### config.mk
export PLATFORM = sky130hd
export DESIGN_NAME = irq_pin_ctrl
export DESIGN_NICKNAME = d
export VERILOG_FILES = /design/src/rtl/irq_out_pkg.sv /design/src/rtl/irq_pend_port.sv /design/src/rtl/irq_pin_stage.sv /design/src/rtl/irq_pin_ctrl.sv
export SDC_FILE = /design/constraint.sdc
export NUM_CORES = 1
export LEC_CHECK = 0
export BUFFER_PORTS_ARGS = -buffer_cell sky130_fd_sc_hd__buf_4
export CORE_MARGIN = 5
export CORE_UTILIZATION = 25
export CTS_CLUSTER_SIZE = 12
export DETAILED_ROUTE_END_ITERATION = 10
export HOLD_SLACK_MARGIN = 0.05
export PLACE_DENSITY = 0.46
export SYNTH_ARGS = -nofsm -noshare
export SYNTH_HDL_FRONTEND = slang
export SYNTH_SLANG_ARGS = --single-unit
export TNS_END_PERCENT = 10
### constraint.sdc
create_clock -name clk -period 1.35 [get_ports clk]
set_input_delay 0.27 -clock clk [delete_from_list [all_inputs] [get_ports clk]]
set_output_delay 0.27 -clock clk [all_outputs]
set_load 0.1 [all_outputs]
### src/rtl/irq_out_pkg.sv
package irq_out_pkg;

  localparam int unsigned NUM_PORTS = 2;

  typedef struct packed {
    logic oe;
    logic drv;
  } pin_out_t;

  // Pad control for one interrupt pin from its active state and mode bits.
  function automatic pin_out_t pin_drive(input logic active, input logic od,
                                         input logic pol);
    pin_out_t r;
    if (od) begin
      r.oe  = active;
      r.drv = 1'b0;
    end else begin
      r.oe  = 1'b1;
      r.drv = pol ? active : ~active;
    end
    return r;
  endfunction

  // Pin activity per port after optional mirroring.
  function automatic logic [NUM_PORTS-1:0] mirror_map(
      input logic [NUM_PORTS-1:0] pend, input logic mirror);
    return mirror ? {NUM_PORTS{|pend}} : pend;
  endfunction

endpackage

### src/rtl/irq_pend_port.sv
module irq_pend_port #(
  parameter int unsigned W = 8
) (
  input  logic         clk,
  input  logic         rst_n,
  input  logic         evt,
  input  logic [W-1:0] pins,
  input  logic         rd_cap,
  input  logic         rd_dat,
  input  logic         clr_on_cap,
  output logic         pending,
  output logic [W-1:0] cap
);

  logic         pend_q;
  logic [W-1:0] cap_q;
  logic         repend_q;

  // Named internal events for the assertions.
  logic clr_hit;
  logic take;

  assign clr_hit = pend_q && (clr_on_cap ? rd_cap : rd_dat);
  assign take    = !pend_q && !clr_hit && (evt || repend_q);

  always_ff @(posedge clk) begin
    if (!rst_n) begin
      pend_q   <= 1'b0;
      cap_q    <= '0;
      repend_q <= 1'b0;
    end else begin
      repend_q <= clr_hit && evt;
      if (clr_hit) begin
        pend_q <= 1'b0;
      end else if (take) begin
        pend_q <= 1'b1;
        cap_q  <= pins;
      end
    end
  end

  assign pending = pend_q;
  assign cap     = cap_q;

  AST_CAPTURE_ON_TAKE: assert property (@(posedge clk) disable iff (!rst_n)
    take |=> (pend_q && cap_q == $past(pins)));

  AST_CAPTURE_HOLD: assert property (@(posedge clk) disable iff (!rst_n)
    (pend_q && !clr_hit) |=> (pend_q && $stable(cap_q)));

  AST_CLEAR_DROPS: assert property (@(posedge clk) disable iff (!rst_n)
    (clr_hit && !evt) |=> !pend_q);

  AST_CLEAR_SELECT: assert property (@(posedge clk) disable iff (!rst_n)
    (pend_q && !evt && (clr_on_cap ? !rd_cap : !rd_dat)) |=> pend_q);

  AST_REPEND_AFTER_CLEAR: assert property (@(posedge clk) disable iff (!rst_n)
    (clr_hit && evt) |=> (!pend_q ##1 pend_q));

endmodule

### src/rtl/irq_pin_stage.sv
module irq_pin_stage
  import irq_out_pkg::*;
(
  input  logic active,
  input  logic od,
  input  logic pol,
  output logic drv,
  output logic oe
);

  pin_out_t po;

  always_comb begin
    po  = pin_drive(active, od, pol);
    drv = po.drv;
    oe  = po.oe;
  end

endmodule

### src/rtl/irq_pin_ctrl.sv
module irq_pin_ctrl
  import irq_out_pkg::*;
#(
  parameter int unsigned PORT_W = 8
) (
  input  logic              clk,
  input  logic              rst_n,
  input  logic              evt_a,
  input  logic              evt_b,
  input  logic [PORT_W-1:0] pins_a,
  input  logic [PORT_W-1:0] pins_b,
  input  logic              rd_cap_a,
  input  logic              rd_cap_b,
  input  logic              rd_dat_a,
  input  logic              rd_dat_b,
  input  logic              cfg_mirror,
  input  logic              cfg_od,
  input  logic              cfg_pol,
  input  logic              cfg_clr_cap,
  output logic [1:0]        int_drv,
  output logic [1:0]        int_oe,
  output logic [PORT_W-1:0] cap_a,
  output logic [PORT_W-1:0] cap_b
);

  localparam int unsigned NP = NUM_PORTS;

  // Registered configuration, cleared by reset.
  logic mirror_q, od_q, pol_q, clr_cap_q;

  always_ff @(posedge clk) begin
    if (!rst_n) begin
      mirror_q  <= 1'b0;
      od_q      <= 1'b0;
      pol_q     <= 1'b0;
      clr_cap_q <= 1'b0;
    end else begin
      mirror_q  <= cfg_mirror;
      od_q      <= cfg_od;
      pol_q     <= cfg_pol;
      clr_cap_q <= cfg_clr_cap;
    end
  end

  logic [NP-1:0]             evt_v, rd_cap_v, rd_dat_v, pend_v, active_v;
  logic [NP-1:0]             drv_v, oe_v;
  logic [NP-1:0][PORT_W-1:0] pins_v, cap_v;

  assign evt_v    = {evt_b, evt_a};
  assign rd_cap_v = {rd_cap_b, rd_cap_a};
  assign rd_dat_v = {rd_dat_b, rd_dat_a};
  assign pins_v   = {pins_b, pins_a};

  for (genvar p = 0; p < NP; p++) begin : g_port
    irq_pend_port #(.W(PORT_W)) u_pend (
      .clk        (clk),
      .rst_n      (rst_n),
      .evt        (evt_v[p]),
      .pins       (pins_v[p]),
      .rd_cap     (rd_cap_v[p]),
      .rd_dat     (rd_dat_v[p]),
      .clr_on_cap (clr_cap_q),
      .pending    (pend_v[p]),
      .cap        (cap_v[p])
    );

    irq_pin_stage u_pin (
      .active (active_v[p]),
      .od     (od_q),
      .pol    (pol_q),
      .drv    (drv_v[p]),
      .oe     (oe_v[p])
    );
  end

  assign active_v = mirror_map(pend_v, mirror_q);

  assign int_drv = drv_v;
  assign int_oe  = oe_v;
  assign cap_a   = cap_v[0];
  assign cap_b   = cap_v[1];

  AST_MIRROR_BOTH: assert property (@(posedge clk) disable iff (!rst_n)
    (mirror_q && (|pend_v)) |-> (active_v == 2'b11));

  AST_SEPARATE_PINS: assert property (@(posedge clk) disable iff (!rst_n)
    !mirror_q |-> (active_v == pend_v));

  AST_PUSHPULL_ENABLED: assert property (@(posedge clk) disable iff (!rst_n)
    !od_q |-> (int_oe == 2'b11));

  AST_OPEN_DRAIN_IDLE: assert property (@(posedge clk) disable iff (!rst_n)
    (od_q && !(|pend_v)) |-> (int_oe == 2'b00 && int_drv == 2'b00));

  AST_CFG_REGISTERED: assert property (@(posedge clk) disable iff (!rst_n)
    $changed(cfg_pol) |=> (pol_q == $past(cfg_pol)));

endmodule

== Word level (Yosys, flattened, before mapping) ==
Index checks and enable logic that the tools add are counted.
Word-level totals
  register bits after elaboration: 24
  output and inout bits: 20
  logic and storage cells: 41
Operators by class
  muxes and demuxes: 7
  bitwise gates (word level): 5
  reduce and logical (&&, ||, !) cells: 19
Operator list (number)
  1-bit logical AND: 8
  2-bit two-way mux: 3
  2-bit OR reduction: 3
  1-bit NOT: 5
  1-bit logical NOT: 4
  1-bit two-way mux: 4
  2-bit AND reduction: 2
  1-bit logical OR: 2

== Logic depth before layout (Yosys ltp) ==
  word-level depth: 6
  gate-level depth with buffers: 3
  gate-level depth less buffers: 2

== By module ==
From an unflattened synthesis, not the netlist that was laid out.
Unflattened totals
  cells, all modules: 100
  area, all modules: 975.9 µm²
By module, submodules not included
  irq_pend_port: times used 2, cells an instance 42, area an instance 409.1 µm², sequential area each 200.2 µm²
  irq_pin_ctrl: times used 1, cells an instance 10, area an instance 120.1 µm², sequential area each 80.1 µm²
  irq_pin_stage: times used 2, cells an instance 3, area an instance 18.8 µm², sequential area each 0.0 µm²

== Worst setup path before layout ==
No wires, ideal clock.
  path kind: reg-to-output
  start point: register g_port[1].u_pend.pend_q
  end point: output int_drv[0]
  arrival time: 0.987 ns
  path slack: 0.093 ns
  stages on the path, launching flop included: 4
  path buffers: 1
  cells stage by stage: dfxtp_1 -> a21oi_1 -> mux2i_1 -> buf_4
On the way
  cells in the longest elaborated chain, start to end: 5
RTL lines
  start: declaration: RTL line irq_pend_port.sv:15  | logic pend_q;
  start signal: assignment: RTL line irq_pend_port.sv:28  | pend_q <= 1'b0;
  start signal: assignment: RTL line irq_pend_port.sv:34  | pend_q <= 1'b0;
  start signal: assignment: RTL line irq_pend_port.sv:36  | pend_q <= 1'b1;
  2-bit OR reduction (*): RTL line irq_out_pkg.sv:27  | return mirror ? {NUM_PORTS{|pend}} : pend;
  2-bit two-way mux (*): RTL line irq_out_pkg.sv:27
  1-bit NOT: RTL line irq_out_pkg.sv:19  | r.drv = pol ? active : ~active;
  1-bit two-way mux (*): RTL line irq_out_pkg.sv:19
  2-bit two-way mux (*): RTL line irq_out_pkg.sv:14  | if (od) begin
  end: declaration: RTL line irq_pin_ctrl.sv:20  | output logic [1:0] int_drv,
Every way passes the cells marked *; elsewhere a longest branch is shown, timed or not.

== Worst setup path after layout ==
  start point: register mirror_q
  end point: output int_drv[1]
On the way
  cells in the longest elaborated chain, start to end: 4
RTL lines
  start: declaration: RTL line irq_pin_ctrl.sv:29  | logic mirror_q, od_q, pol_q, clr_cap_q;
  start signal: assignment: RTL line irq_pin_ctrl.sv:38  | mirror_q <= cfg_mirror;
  2-bit two-way mux (*): RTL line irq_out_pkg.sv:27
  1-bit NOT: RTL line irq_out_pkg.sv:19
  1-bit two-way mux (*): RTL line irq_out_pkg.sv:19
  2-bit two-way mux (*): RTL line irq_out_pkg.sv:14
Marks and branches as above.

==> summary.txt <==
Placement
  – Placer Congestion: 0.722
  – Post-DP Area: ~1400 um^2
  – IO Port Bufs: between 40 and 50
  – HPWL Detailed: around 1.8 mm
  – Placed cells: 198

Die
  – Io pins: 48
  – Core box area: 3910 um^2
  – Site row count: 23
  – Die width: around 73 um
  – Starting Density: about a quarter
  – Die H: roughly 73 um
  – Full die area: between 5000 and 6000 um^2

Synthesis
  – Cell area after synthesis: ~990 um^2
  – Top cell type's share of synthesized area: between 40% and 50%
  – Adder-cell share of the synthesized area: 0%
  – Synth Area in Compound Gates: between 4 and 5%
  – Simple-Gate Fraction of Synth Area: between 10% and 20%
  – Mapped Nets: 134
  – Mux cell area share after synthesis: around a fifth
  – Post-Syn Area per Cell: roughly 9.4 um^2
  – Synth area leaders: dfxtp_1 (48%), mux2i_1 (20%), nand2_1 (13%)
  – Syn Inst Count: ~110
  – Post-synthesis sequential area ratio: between 40% and 50%
  – YS warnings: 0
  – Post-synth top area cell: dfxtp_1
  – #FFs+latches synth: 24
  – XOR/XNOR Fraction of Synth Area: 0%
  – Main combinational cell family by area after synthesis: multiplexers
  – Yosys cell types: 15

Global route
  – Remaining global-route overflow: 0
  – Initial antenna violation count: 0
  – Largest net degree at the start of global routing: 43
  – First-pass GRT wire length: around 3.7 mm
  – Total GRT Usage: 8.64%
  – Number of global-route vias before repair: 869

Clocking
  – Clock tree sinks: 24
  – Max clock buf depth: 2
  – H-tree depth: 1
  – CTS tree: done
  – Number of buffers created by CTS: 3
  – Worst-skew pair later-pin latency: about 0.26 ns
  – CTS clk-pin slew, worst paths: roughly 0.08 ns
  – Root Driver: clkbuf_8

Drt
  – Detail-routed via count per cell: around 4.2
  – Final WL: between 2 and 2.5 mm
  – Antenna viol nets, final: 0
  – Post-route DRC: 0
  – Drt pass-1 iters: 2
  – Routed len/inst: 11.5 um
  – Routed via count: 856
  – Drt first-iter violations: 9

Critical path
  – CP Launch Type: flop
  – Worst setup path start: mirror_q
  – Worst R2R Setup Slack: approximately 0.16 ns
  – Worst flop-to-flop path endpoint: g_port[0].u_pend.cap[0]
  – Req. time, crit path: around 1.1 ns
  – Critical Path Max Stage Delay: between 0.3 and 0.4 ns
  – Arrival @ worst endpoint: ~1.3 ns
  – CP delay by family, top: flip-flops
  – FF-to-FF Start: g_port[0].u_pend.pending
  – Worst setup EP type: output pin
  – Worst path cell trace: a21oi_2 -> mux2i_1 -> buf_6
  – Worst Reg-to-Reg Cells: 4
  – Crit path max fanout: 2
  – Max stage delay cell, worst path: dfxtp_2
  – Buf+Inv Stages, Crit Path: 1
  – Critical path class: flop to output pin

Pwr
  – Leak: 0.704 nW
  – PwrDens: roughly 1300 nW/um^2
  – VDD IR-drop max: roughly 0.5 mV

Worst hold path
  – Worst hold path class: primary input to flop
  – Hold Path Origin: cfg_mirror
  – Worst Hold Endpoint: mirror_q
  – Hold path depth: 2

Cells and area
  – Fill count: 433
  – Fin area: 1480 um^2
  – Final Non-Filler Cells: roughly 200
  – Layout cells sized above 1: approximately two fifths
  – Core Util, Final: a little under two fifths
  – Syn-to-layout area delta: 48.6%
  – Ant diodes: 0
  – Layout Nets: 182

STA
  – Worst Tran Pin Value: 0.380 ns
  – Final hold slack: approximately 0.21 ns
  – Final min period: 1.54 ns
  – Max-slew headroom: approximately three quarters
  – Fin Setup TNS: -0.376 ns
  – Slew Limit Fails: 0
  – FMAX: 650 MHz
  – Final hold violation count: 0
  – RSZ-0062 raised after global routing: yes
  – Setup WS post-layout: -0.189 ns
  – Final setup viols: 2
  – Period Utilization, post-route: 114%
  – Layout Skew: approximately 0.00088 ns

Status
  – Violated checks: setup timing
  – Status: complete, but fails checks

Flow run
  – Number of max-cap violations: 0
==> cell families (layout without fill, tap and decap cells) <==
group,after synthesis,count (layout)
and+or+nand+nor,46,46
AOI/OAI and AO/OA,6,6
buffers and inverters,10,57
muxes,20,20
DFF,24,24
==> cell type report <==
| cell class | instances | area, um^2 | share of cell area [%] |
|---|---|---|---|
| multi-input cells | 72 | 462 | 31.2 |
| clock buffers | 4 | 55.1 | 3.73 |
| well taps | 50 | 62.6 | 4.23 |
| repair buffers | 53 | 413 | 27.9 |
| flip-flops and latches | 24 | 485 | 32.9 |
==> worst max path at each step <==
stage / end / slack, ns / cells past startpoint
2_1_floorplan: int_drv[0] / 0.09 / 3
3_3_place_gp: int_drv[1] / 0.06 / 3
3_5_place_dp: int_drv[0] / 0.03 / 3
4_1_cts: int_drv[0] / -0.20 / 3
5_1_grt: int_drv[0] / -0.24 / 3
6_report: int_drv[1] / -0.19 / 3
==> what timing repair did <==
| action | 4_1_cts | 5_1_grt |
|---|---|---|
| endpoints found under the setup margin | 4 | 4 |
| buffers inserted | 0 | 1 |
| hold buffers | 0 | 0 |
| pin swaps | 1 | 0 |
| cloned | 0 | 0 |
| gates resized for setup | 9 | 3 |
==> cell usage in the layout, fill, tap and decap left out, types with 2 or more instances in the layout <==
cell type	instances
nand3_1	2
mux2i_1	19
and2_1	6
a22o_1	2
nand2_1	34
buf_6	4
dfxtp_2	4
dfxtp_1	20
clkbuf_8	4
o21ba_1	2
buf_4	49
nor2_1	2
==> where the power goes <==
| group | switching [W] | internal, W |
|---|---|---|
| Clock | 0.000225 | 0.000260 |
| Sequential | 0.0000331 | 0.000760 |
| Combinational | 0.000466 | 0.000203 |
| Total | 0.000724 | 0.00122 |
==> worst register-to-register path, stage by stage, from the launching register on <==
cell and delay, ns:
dfxtp_2 0.35, buf_4 0.14, o21ba_1 0.23, buf_4 0.20
mux2i_1 0.20
==> per-stage QoR <==
step	power, W	setup WS, ns
after floorplan	0.00130	0.0925
after global placement	0.00145	0.0637
after detailed placement	0.00146	0.0314
after CTS	0.00197	-0.199
after global routing	0.00204	-0.244
final	0.00195	-0.189
==> sequential cells by signal (all words and copies together) (netlist names) <==
name                    flops
g_port.u_pend.cap          16
pol_q                       1
g_port.u_pend.repend_q      2
g_port.u_pend.pending       2
mirror_q                    1
od_q                        1
clr_cap_q                   1
==> synth_stat cells <==
master,instances
a21oi_1,2
a22o_1,2
and2_1,6
buf_2,3
buf_4,4
buf_6,2
clkbuf_1,1
dfxtp_1,24
mux2i_1,20
nand2_1,34
nand2b_1,1
nand3_1,2
nor2_1,2
o21ba_1,2
or2_1,1
==> metal layers <==
metal / vias to the layer above / routed length, um / global-route usage, %
li1: 437 / - / -
met2: 20 / 1240 / 15.4
met3: 0 / 172 / 3.31
met1: 399 / 926 / 9.68
met5: - / 0 / 0
met4: 0 / 0 / 1.84
Power figures use the tool's default switching activity.
